<file path="src/rtl/iopage_pkg.sv">
package iopage_pkg;

    typedef enum logic [1:0] {
        ST_IDLE,
        ST_RD_ACK,
        ST_WR_ACK,
        ST_FAULT
    } iop_state_t;

    typedef enum logic [3:0] {
        RID_NONE,
        RID_STATUS,
        RID_LIMIT,
        RID_FAULT,
        RID_MAPC,
        RID_MAPX,
        RID_MAINT,
        RID_CONSOLE,
        RID_SIZE_LO,
        RID_SIZE_HI,
        RID_SYSID
    } reg_id_t;

    localparam int unsigned PAGE_BITS = 13;
    localparam logic [15:0] IO_WINDOW = 16'o160000;

    localparam logic [15:0] A_STATUS  = 16'o177776;
    localparam logic [15:0] A_LIMIT   = 16'o177774;
    localparam logic [15:0] A_FAULT   = 16'o177766;
    localparam logic [15:0] A_MAPC    = 16'o177572;
    localparam logic [15:0] A_MAPX    = 16'o172516;
    localparam logic [15:0] A_MAINT   = 16'o177750;
    localparam logic [15:0] A_CONSOLE = 16'o177570;
    localparam logic [15:0] A_SIZE_LO = 16'o177760;
    localparam logic [15:0] A_SIZE_HI = 16'o177762;
    localparam logic [15:0] A_SYSID   = 16'o177764;

    // Merge write data into an old value by lane; byte data comes from bits 7:0.
    function automatic logic [15:0] lane_merge(
        input logic [15:0] old_v,
        input logic [15:0] wd,
        input logic        is_byte,
        input logic        hi_lane
    );
        logic [15:0] r;
        if (!is_byte)     r = wd;
        else if (hi_lane) r = {wd[7:0], old_v[7:0]};
        else              r = {old_v[15:8], wd[7:0]};
        return r;
    endfunction

endpackage

</file>
<file path="src/rtl/iopage_decode.sv">
module iopage_decode
    import iopage_pkg::*;
#(
    parameter int unsigned PA_W = 22
) (
    input  logic [PA_W-1:0] addr,
    input  logic            is_byte,
    output logic            in_page,
    output reg_id_t         rid,
    output logic            hi_lane,
    output logic            odd_word,
    output logic            fault
);
    localparam int unsigned TOP_W = PA_W - PAGE_BITS;

    logic [15:0] rebased;
    logic [15:0] word_addr;
    logic        hi_ok;
    logic        claimed;

    assign in_page = &addr[PA_W-1 -: TOP_W];

    always_comb begin
        rebased   = IO_WINDOW | {3'b000, addr[PAGE_BITS-1:0]};
        word_addr = {rebased[15:1], 1'b0};
        hi_lane   = rebased[0];
        odd_word  = !is_byte && rebased[0];
        case (word_addr)
            A_STATUS:  rid = RID_STATUS;
            A_LIMIT:   rid = RID_LIMIT;
            A_FAULT:   rid = RID_FAULT;
            A_MAPC:    rid = RID_MAPC;
            A_MAPX:    rid = RID_MAPX;
            A_MAINT:   rid = RID_MAINT;
            A_CONSOLE: rid = RID_CONSOLE;
            A_SIZE_LO: rid = RID_SIZE_LO;
            A_SIZE_HI: rid = RID_SIZE_HI;
            A_SYSID:   rid = RID_SYSID;
            default:   rid = RID_NONE;
        endcase
        hi_ok   = (rid == RID_STATUS) || (rid == RID_LIMIT) || (rid == RID_MAPC);
        claimed = (rid != RID_NONE)
                  && (!is_byte || !hi_lane || hi_ok)
                  && (!is_byte || rid != RID_MAPX);
        fault   = odd_word || !claimed;
    end
endmodule

</file>
<file path="src/rtl/iopage_regs.sv">
module iopage_regs
    import iopage_pkg::*;
#(
    parameter int unsigned MAPX_W    = 6,
    parameter int unsigned FAULT_W   = 8,
    parameter int unsigned MEM_BYTES = 4190208,
    parameter logic [15:0] SYS_ID    = 16'o011064
) (
    input  logic               clk,
    input  logic               rst_n,
    input  logic               commit_wr,
    input  logic               set_page,
    input  reg_id_t            rid,
    input  logic               hi_lane,
    input  logic               is_byte,
    input  logic [15:0]        wdata,
    input  logic [15:0]        console_sw,
    input  logic [FAULT_W-1:0] fault_set,
    output logic [15:0]        rd_value,
    output logic [15:0]        status_word,
    output logic [15:0]        stack_limit,
    output logic [FAULT_W-1:0] cpu_fault,
    output logic [15:0]        map_ctl,
    output logic [MAPX_W-1:0]  map_ext,
    output logic [15:0]        console_led
);
    localparam logic [31:0] SIZE_VAL  = 32'(MEM_BYTES / 64 - 1);
    localparam int unsigned TRACE_BIT = 4;

    logic [7:0]  limit_hi;
    logic [15:0] status_next;
    logic [15:0] word_val;

    always_comb begin
        status_next = lane_merge(status_word, wdata, is_byte, hi_lane);
        status_next[TRACE_BIT] = status_word[TRACE_BIT];
    end

    always_ff @(posedge clk) begin
        if (!rst_n) begin
            status_word <= '0;
            limit_hi    <= '0;
            map_ctl     <= '0;
            map_ext     <= '0;
            console_led <= '0;
        end else if (set_page) begin
            map_ctl[3:1] <= 3'b111;
        end else if (commit_wr) begin
            case (rid)
                RID_STATUS:  status_word <= status_next;
                RID_LIMIT: begin
                    if (!is_byte)     limit_hi <= wdata[15:8];
                    else if (hi_lane) limit_hi <= wdata[7:0];
                end
                RID_MAPC:    map_ctl     <= lane_merge(map_ctl, wdata, is_byte, hi_lane);
                RID_MAPX:    map_ext     <= wdata[MAPX_W-1:0];
                RID_CONSOLE: console_led <= lane_merge(console_led, wdata, is_byte, hi_lane);
                default: ;
            endcase
        end
    end

    always_ff @(posedge clk) begin
        if (!rst_n) begin
            cpu_fault <= '0;
        end else begin
            cpu_fault <= ((commit_wr && rid == RID_FAULT) ? '0 : cpu_fault) | fault_set;
        end
    end

    assign stack_limit = {limit_hi, 8'h00};

    always_comb begin
        case (rid)
            RID_STATUS:  word_val = status_word;
            RID_LIMIT:   word_val = stack_limit;
            RID_FAULT:   word_val = 16'(cpu_fault);
            RID_MAPC:    word_val = map_ctl;
            RID_MAPX:    word_val = 16'(map_ext);
            RID_MAINT:   word_val = 16'd1;
            RID_CONSOLE: word_val = console_sw;
            RID_SIZE_LO: word_val = SIZE_VAL[15:0];
            RID_SIZE_HI: word_val = SIZE_VAL[31:16];
            RID_SYSID:   word_val = SYS_ID;
            default:     word_val = '0;
        endcase
        if (!is_byte)     rd_value = word_val;
        else if (hi_lane) rd_value = {8'h00, word_val[15:8]};
        else              rd_value = {8'h00, word_val[7:0]};
    end
endmodule

</file>
<file path="src/rtl/iopage_ctrl.sv">
module iopage_ctrl
    import iopage_pkg::*;
(
    input  logic        clk,
    input  logic        rst_n,
    input  logic        accept,
    input  logic        is_write,
    input  logic        fault,
    input  logic [15:0] rd_value,
    output logic        done,
    output logic        err,
    output logic [15:0] rdata
);
    iop_state_t state_q;
    iop_state_t state_d;
    logic [15:0] rdata_q;

    always_comb begin
        if (!accept)       state_d = ST_IDLE;
        else if (fault)    state_d = ST_FAULT;
        else if (is_write) state_d = ST_WR_ACK;
        else               state_d = ST_RD_ACK;
    end

    always_ff @(posedge clk) begin
        if (!rst_n) begin
            state_q <= ST_IDLE;
            rdata_q <= '0;
        end else begin
            state_q <= state_d;
            rdata_q <= (accept && !fault && !is_write) ? rd_value : '0;
        end
    end

    always_comb begin
        rdata = rdata_q;
        unique case (state_q)
            ST_IDLE:   begin done = 1'b0; err = 1'b0; end
            ST_RD_ACK: begin done = 1'b1; err = 1'b0; end
            ST_WR_ACK: begin done = 1'b1; err = 1'b0; end
            ST_FAULT:  begin done = 1'b1; err = 1'b1; end
            default:   begin done = 1'b0; err = 1'b0; end
        endcase
    end
endmodule

</file>
<file path="src/rtl/iopage_sysreg.sv">
module iopage_sysreg
    import iopage_pkg::*;
#(
    parameter int unsigned PA_W      = 22,
    parameter int unsigned MAPX_W    = 6,
    parameter int unsigned MEM_BYTES = 4190208,
    parameter logic [15:0] SYS_ID    = 16'o011064
) (
    input  logic              clk,
    input  logic              rst_n,
    input  logic              acc_valid,
    input  logic              acc_write,
    input  logic              acc_byte,
    input  logic [PA_W-1:0]   acc_addr,
    input  logic [15:0]       acc_wdata,
    output logic              acc_done,
    output logic              acc_err,
    output logic [15:0]       acc_rdata,
    input  logic [15:0]       console_sw,
    input  logic [7:0]        cpu_fault_set,
    output logic [15:0]       console_led,
    output logic [15:0]       status_word,
    output logic [15:0]       stack_limit,
    output logic [7:0]        cpu_fault,
    output logic [15:0]       map_ctl,
    output logic [MAPX_W-1:0] map_ext
);
    logic        in_page;
    reg_id_t     rid;
    logic        hi_lane;
    logic        odd_word;
    logic        fault;
    logic        accept;
    logic [15:0] rd_value;

    iopage_decode #(.PA_W(PA_W)) u_decode (
        .addr     (acc_addr),
        .is_byte  (acc_byte),
        .in_page  (in_page),
        .rid      (rid),
        .hi_lane  (hi_lane),
        .odd_word (odd_word),
        .fault    (fault)
    );

    assign accept = acc_valid && in_page;

    iopage_regs #(
        .MAPX_W    (MAPX_W),
        .FAULT_W   (8),
        .MEM_BYTES (MEM_BYTES),
        .SYS_ID    (SYS_ID)
    ) u_regs (
        .clk         (clk),
        .rst_n       (rst_n),
        .commit_wr   (accept && acc_write && !fault),
        .set_page    (accept && odd_word),
        .rid         (rid),
        .hi_lane     (hi_lane),
        .is_byte     (acc_byte),
        .wdata       (acc_wdata),
        .console_sw  (console_sw),
        .fault_set   (cpu_fault_set),
        .rd_value    (rd_value),
        .status_word (status_word),
        .stack_limit (stack_limit),
        .cpu_fault   (cpu_fault),
        .map_ctl     (map_ctl),
        .map_ext     (map_ext),
        .console_led (console_led)
    );

    iopage_ctrl u_ctrl (
        .clk      (clk),
        .rst_n    (rst_n),
        .accept   (accept),
        .is_write (acc_write),
        .fault    (fault),
        .rd_value (rd_value),
        .done     (acc_done),
        .err      (acc_err),
        .rdata    (acc_rdata)
    );
endmodule

</file>
<file path="config.mk">
export PLATFORM = sky130hd
export DESIGN_NAME = iopage_sysreg
export DESIGN_NICKNAME = d
export VERILOG_FILES = /design/src/rtl/iopage_pkg.sv /design/src/rtl/iopage_decode.sv /design/src/rtl/iopage_regs.sv /design/src/rtl/iopage_ctrl.sv /design/src/rtl/iopage_sysreg.sv
export SDC_FILE = /design/constraint.sdc
export NUM_CORES = 1
export LEC_CHECK = 0
export CORE_MARGIN = 2
export CORE_UTILIZATION = 41
export CTS_CLUSTER_SIZE = 10
export DETAILED_ROUTE_END_ITERATION = 10
export PLACE_DENSITY_LB_ADDON = 0.2
export SETUP_SLACK_MARGIN = 0.4
export SLEW_MARGIN = 30
export SYNTH_ARGS = -nofsm -noshare
export SYNTH_HDL_FRONTEND = slang
export SYNTH_SLANG_ARGS = --single-unit
</file>
<file path="constraint.sdc">
create_clock -name clk -period 2.4 [get_ports clk]
set_input_delay 0.48 -clock clk [delete_from_list [all_inputs] [get_ports clk]]
set_output_delay 0.48 -clock clk [all_outputs]
set_load 0.005 [all_outputs]
</file>
==> results of run 1 <==
==> sequential cells by signal, summed over array words and instances (netlist names) <==
| name | flops |
|---|---|
| u_ctrl.rdata | 16 |
| u_ctrl.state_q | 2 |
| u_regs.console_led | 16 |
| u_regs.cpu_fault | 8 |
| u_regs.limit_hi | 8 |
| u_regs.map_ctl | 16 |
| u_regs.map_ext | 6 |
| u_regs.status_word | 15 |
==> layout make-up <==
cell class                 instances  area share, %
multi-input combinational        372           37.6
timing repair buffer             261           32.7
sequential                        87           23.8
tap                              136           2.32
clock buffer                      10           1.88
clock inverter                     6           1.06
inverter                          13          0.666
==> per-stage QoR <==
step	worst slack (ps)	instance area (um2)	setup TNS [ps]
6_report	370	7330	0
5_1_grt	348	7330	0
3_5_place_dp	-430	6760	-22380
3_3_place_gp	-424	6760	-21460
2_1_floorplan	38.9	4550	0
4_1_cts	339	7190	0
==> final timing paths <==
check	endpoint	slack (ps)	cells after the start
max reg2reg	u_ctrl.rdata[7]$_SDFF_PN0_	940	4
max	u_ctrl.rdata[1]$_SDFF_PN0_	370	7
min reg2reg	u_regs.console_led[8]$_SDFFE_PN0P_	460	2
min	u_regs.console_led[8]$_SDFFE_PN0P_	460	2
==> cells in the final DEF, fill, tap and decap left out, drive strengths merged, types with 4 or more instances in the layout <==
cell type	synthesis	final
clkdlybuf4s50	0	128
buf	18	115
dfxtp	87	87
mux2i	59	59
nand2	59	59
o21ai	34	34
a21oi	27	27
nor2	23	23
nor2b	19	19
dlygate4sd2	0	16
inv	13	15
nor3	14	14
nand3	13	13
clkbuf	24	12
nor4	11	11
conb	1	9
a221oi	9	9
a21boi	8	8
o41ai	8	8
o22ai	7	7
mux2	7	7
nand4	6	6
and2	5	5
a211oi	5	5
a31oi	4	4
==> worst max-delay path, cell delays in order <==
cell and delay [ps]:
buf_6 90, or4b_4 560, or4_4 450, a21oi_4 200
o211ai_4 120, buf_12 170, a221oi_2 210
==> power groups by stage <==
stage	combinational [mW]	sequential [mW]	clock, mW
3_3_place_gp	0.417	1.50	0
5_1_grt	0.486	1.46	1.20
4_1_cts	0.441	1.46	1.13
6_report	0.459	1.46	1.12
2_1_floorplan	0.172	1.49	0
3_5_place_dp	0.423	1.50	0
==> cell families after synthesis <==
logic type	count (synthesis)	share of synthesized area [%]
other	1	0.0846
buffers and inverters	55	6.15
AO/OA/AOI/OAI	122	18.3
multiplexers	66	15.1
flip-flops	87	39.3
AND/OR/NAND/NOR	175	21.0
==> repair_timing <==
action	CTS	global route
pin swaps	22	9
setup endpoints to repair	87	50
gates cloned	0	1
hold buffers	0	0
resized for setup	83	18
buffers inserted	8	4
==> metal layers <==
metal	vias up	wire, um	global-route usage (%)
met3	22	1280	5.24
met2	248	8120	46.3
li1	2304	-	-
met1	2360	7500	40.0
met5	-	0	0
met4	0	252	8.52
==> impl_metrics.tcl, run 1 <==
set metrics [dict create \
    hold_viol_final 0 \
    maxCapViolCount 0 \
    rsz0062_at_grt "true" \
    p_per_area_nw_per_um2 415 \
    multi_input_area_um2 2760 \
    avgSynthCellArea_um2 8.76 \
    initial_utilization_pct 42.6 \
    fin_util_pct 70.4 \
    p_sw_share_pct 27.2 \
    nNetsFinal 811 \
    antenna_found_initial 0 \
    gp_congestion 0.917 \
    synth_most_common_cell "dfxtp_1" \
    cts_buffers 9 \
    row_count 37 \
    p_leak_nw 2.81 \
    drt_iter0_drc 366 \
    cts_tree "built" \
    cts_sinks 87 \
    clk_path_buf_depth 2 \
    netSwitchingPower_uw 827 \
    slew_violations 0 \
    yosysUniqueCellTypes 59 \
    dp_hpwl_mm 12.6 \
    grt_overflow_total 0 \
    hp-class "reg -> reg" \
    ir_worst_vdd_mv 0.260 \
    wirelength_mm 17.2 \
    die_area_um2 11700 \
    drc 0 \
    worst_pin_slew_ps 539 \
    die_h_um 108 \
    vias 4934 \
    fin_hold_ws_ps 462 \
    power.share.clock_pct 36.8 \
    n_fill_cell 847 \
    synthFlopType "dfxtp_1" \
    period_needed_ps 2030 \
    yosysSeqAreaShare_pct 39.3 \
    r2r_start "u_regs.map_ctl[7]$_SDFFE_PN0P_" \
    required_ps 2660 \
    status "completed" \
    synth_common_cells "87 x dfxtp_1, 59 x mux2i_1, 59 x nand2_1, 34 x o21ai_0, 26 x a21oi_1" \
    grt_max_degree 78 \
    synth_warnings 0 \
    setup_viol 0 \
    grt_pass1_wl_mm 25.9 \
    drive_gt1_share_pct 26.7 \
    layout.area.seq_um2 1740 \
    drt.antenna.violating_nets 0 \
    placedCellCount 856 \
    slew_headroom_pct 63.2 \
    synth_edf_count 0 \
    synth_top_cell_by_area "dfxtp_1" \
    worst_ep_arrival_time_ps 2290 \
    totalPowerFinal_mw 3.04 \
    timing.fmax_mhz 493 \
    fp.dieW_um 108 \
    hp-start "u_regs.console_led[8]$_SDFFE_PN0P_" \
    cts.htree.levels 3 \
    groute.usage.overall_pct 29.0 \
    area_growth_pct 65.4 \
    yosysTopAreaCellShare_pct 39.3 \
    ys_ff_latch 87 \
    p_seq_share_pct 48.1 \
    fin_skew_ps 12.4 \
    grt_pass1_vias 4792 \
    async_reset_ff_share_pct 0 \
    pin_count 163 \
    wl_per_cell_um 19.4 \
    syn_inst 506 \
    vias_per_cell 5.58 \
    startpoint_type "input pin" \
    endpoint_kind "flop" \
    n_antenna_cell 0 \
    synth_area_um2 4430 \
    coreArea_um2 10400 \
    ys_top_cells_by_area "dfxtp_1 39%, mux2i_1 13%, nand2_1 5.0%" \
    io_buffers 153 \
    crit_path_start "acc_addr[5]" \
    clock_latency_ps 370 \
    clockRootBuffer "clkbuf_8" \
    finalNonFillerCells 885 \
    fin_crit_sh_pct 84.6 \
    path_max_fanout 8 \
    dr.pass1.iters 5 \
    comb_power_share_pct 15.1 \
    critPathKind "in -> reg" \
    power.internal_mw 2.21 \
    clk_pin_slew_worst_paths_ps 100 \
]
Note: power is estimated with default switching activity, not from simulation.
==> inputs of run 2 (changes only) <==
Settings changed: CORE_UTILIZATION 41 to 45.
Clock period 2.4 ns to 2.1 ns, I/O delays scaled along.
==> run 2 against run 1 <==
Net effect:
- register-to-register slack got worse by 370 ps
- critical path depth rose by 4
- worst hold slack improved by 4.4 ps
- largest cell class unchanged
- global-route usage rose by 3.2 points
==> impl_metrics.tcl, run 2 (synthesis results as in run 1) <==
set metrics [dict create \
    status "completed" \
    fin_skew_ps 13.6 \
    worst_slack_ps 80.1 \
    wl_per_cell_um 19.8 \
    vias 5031 \
    dr.pass1.iters 6 \
    fp.dieW_um 103 \
    drt_iter0_drc 388 \
    slew_headroom_pct 62.2 \
    rsz0062_at_grt "true" \
    hold_viol_final 0 \
    clk_pin_slew_worst_paths_ps 100 \
    cts_buffers 9 \
    area_growth_pct 72.1 \
    startpoint_type "input pin" \
    io_buffers 153 \
    hold_buffers 0 \
    fin_crit_sh_pct 96.2 \
    setup_viol 0 \
    die_area_um2 10700 \
    groute.usage.overall_pct 32.2 \
    clockRootBuffer "clkbuf_8" \
    vias_per_cell 5.67 \
    grt_max_degree 78 \
    cp_cell_sequence "buf_6 -> or4b_4 -> buf_6 -> buf_4 -> nor4_4 -> buf_4 -> a211oi_4 -> o211ai_4 -> buf_12 -> buf_4 -> nor3_4" \
    cp_slowest_cell "or4b_4" \
    final_common_cell "clkdlybuf4s50_1" \
    pin_count 163 \
    worst_pin_slew_ps 567 \
    cts_tree "built" \
    grt_pass1_wl_mm 25.5 \
    slowest_delay_ps 530 \
    placed_area_um2 6800 \
    endpoint_kind "flop" \
    ff2ff_path_depth 4 \
    p_leak_nw 3.14 \
    gp_congestion 0.953 \
    hp-class "reg -> reg" \
    crit_top_cell "buf_4" \
    drive_gt1_share_pct 37.5 \
    cp-endpoint "u_ctrl.rdata[10]$_SDFF_PP0_" \
    p_per_area_nw_per_um2 454 \
    drt.antenna.violating_nets 0 \
    cts.htree.levels 3 \
    n_fill_cell 699 \
    coreArea_um2 9680 \
    final_cell_mix "115 x clkdlybuf4s50_1, 93 x buf_4, 59 x mux2i_1, 58 x nand2_1, 54 x dfxtp_2" \
    path_max_fanout 7 \
    wirelength_mm 17.6 \
    critPathKind "in -> reg" \
    required_ps 2360 \
    clk_path_buf_depth 2 \
    ir_worst_vdd_mv 0.441 \
    die_h_um 103 \
    maxCapViolCount 0 \
    r2r_start "u_regs.map_ctl[7]$_SDFFE_PN0P_" \
    totalPowerFinal_mw 3.46 \
    grt_pass1_vias 4776 \
    timing.fmax_mhz 495 \
    dp_hpwl_mm 12.7 \
    reg2reg_slack_ps 570 \
    row_count 36 \
    slew_violations 0 \
    finalNonFillerCells 888 \
    nNetsFinal 817 \
    crit_path_start "acc_addr[5]" \
    worst_ep_arrival_time_ps 2280 \
    regToRegEndpoint "u_ctrl.rdata[7]$_SDFF_PN0_" \
    preCtsSetupSlack_ps -644 \
    initial_utilization_pct 45.8 \
    antenna_found_initial 0 \
    clock_latency_ps 380 \
    fin_area_um2 7630 \
    cts_sinks 87 \
    placedCellCount 855 \
    fin_util_pct 78.8 \
    n_antenna_cell 0 \
    drc 0 \
    grt_overflow_total 0 \
    period_needed_ps 2020 \
]
## run 2: cell count changes in the layout (fill, tap and decap cells not counted), sizes merged, moves of 2 or more
| cell | change |
|---|---|
| buf | +6 |
| clkbuf | +2 |
| clkdlybuf4s50 | -13 |
| clkinv | -2 |
| clkinvlp | +2 |
| dlymetal6s2s | +10 |
## run 2: worst max-delay path, delay by kind of cell
kind | cells | cell delay (ps)
AOI/OAI and AO/OA | 2 | 200
buffers and inverters | 6 | 860
and+or+nand+nor | 3 | 790
## run 2: per-layer routing
metal	wire length (um)	GRT usage [%]	share of wire, %
met5	0	0	0
met4	413	12.3	2.4
met3	1360	6.12	7.8
met2	8290	50.9	47
met1	7490	43.7	43
## run 2: how the worst min path moves through the flow
stage / slack, ps / depth (start not counted) / end / from
finish: 470 / 2 / u_regs.console_led[14]$_SDFFE_PN0P_ / u_regs.console_led[14]$_SDFFE_PN0P_
floorplan: 450 / 2 / u_regs.console_led[10]$_SDFFE_PN0P_ / u_regs.console_led[10]$_SDFFE_PN0P_
detailed placement: 450 / 2 / u_regs.console_led[14]$_SDFFE_PN0P_ / u_regs.console_led[14]$_SDFFE_PN0P_
global placement: 450 / 2 / u_regs.console_led[8]$_SDFFE_PN0P_ / u_regs.console_led[8]$_SDFFE_PN0P_
CTS: 440 / 4 / u_ctrl.state_q[0]$_SDFF_PN0_ / rst_n
global route: 490 / 2 / u_regs.status_word[9]$_SDFFE_PN0P_ / u_regs.status_word[9]$_SDFFE_PN0P_
## run 2: area by class of cell
type	count	area [um2]	area share (%)
multi-input cells	372	2900	38.0
clock buffers	9	124	1.62
inverters	13	48.8	0.640
repair buffers	267	2490	32.6
flip-flops and latches	87	1820	23.9
well taps	133	166	2.18
clock inverters	7	78.8	1.03
## run 2: report_power, final
part	internal, mW	leakage (nW)	switching [mW]	total, mW
registers	1.66	0.731	0.0106	1.67
logic	0.272	2.31	0.268	0.540
clock network	0.565	0.0982	0.688	1.25
total	2.49	3.14	0.966	3.46
## run 2: timing repair
item / in CTS / in global routing
endpoints found under the setup margin: 115 / 132
gates cloned: 1 / 1
gates resized for setup: 144 / 90
pin swaps: 21 / 17
setup buffers: 7 / 8
## run 2: stage by stage
step	hold WS [ps]	setup TNS, ps
5_1_grt	487	0
4_1_cts	442	0
2_1_floorplan	455	-3890
6_report	466	0
3_3_place_gp	446	-39920
3_5_place_dp	452	-42510
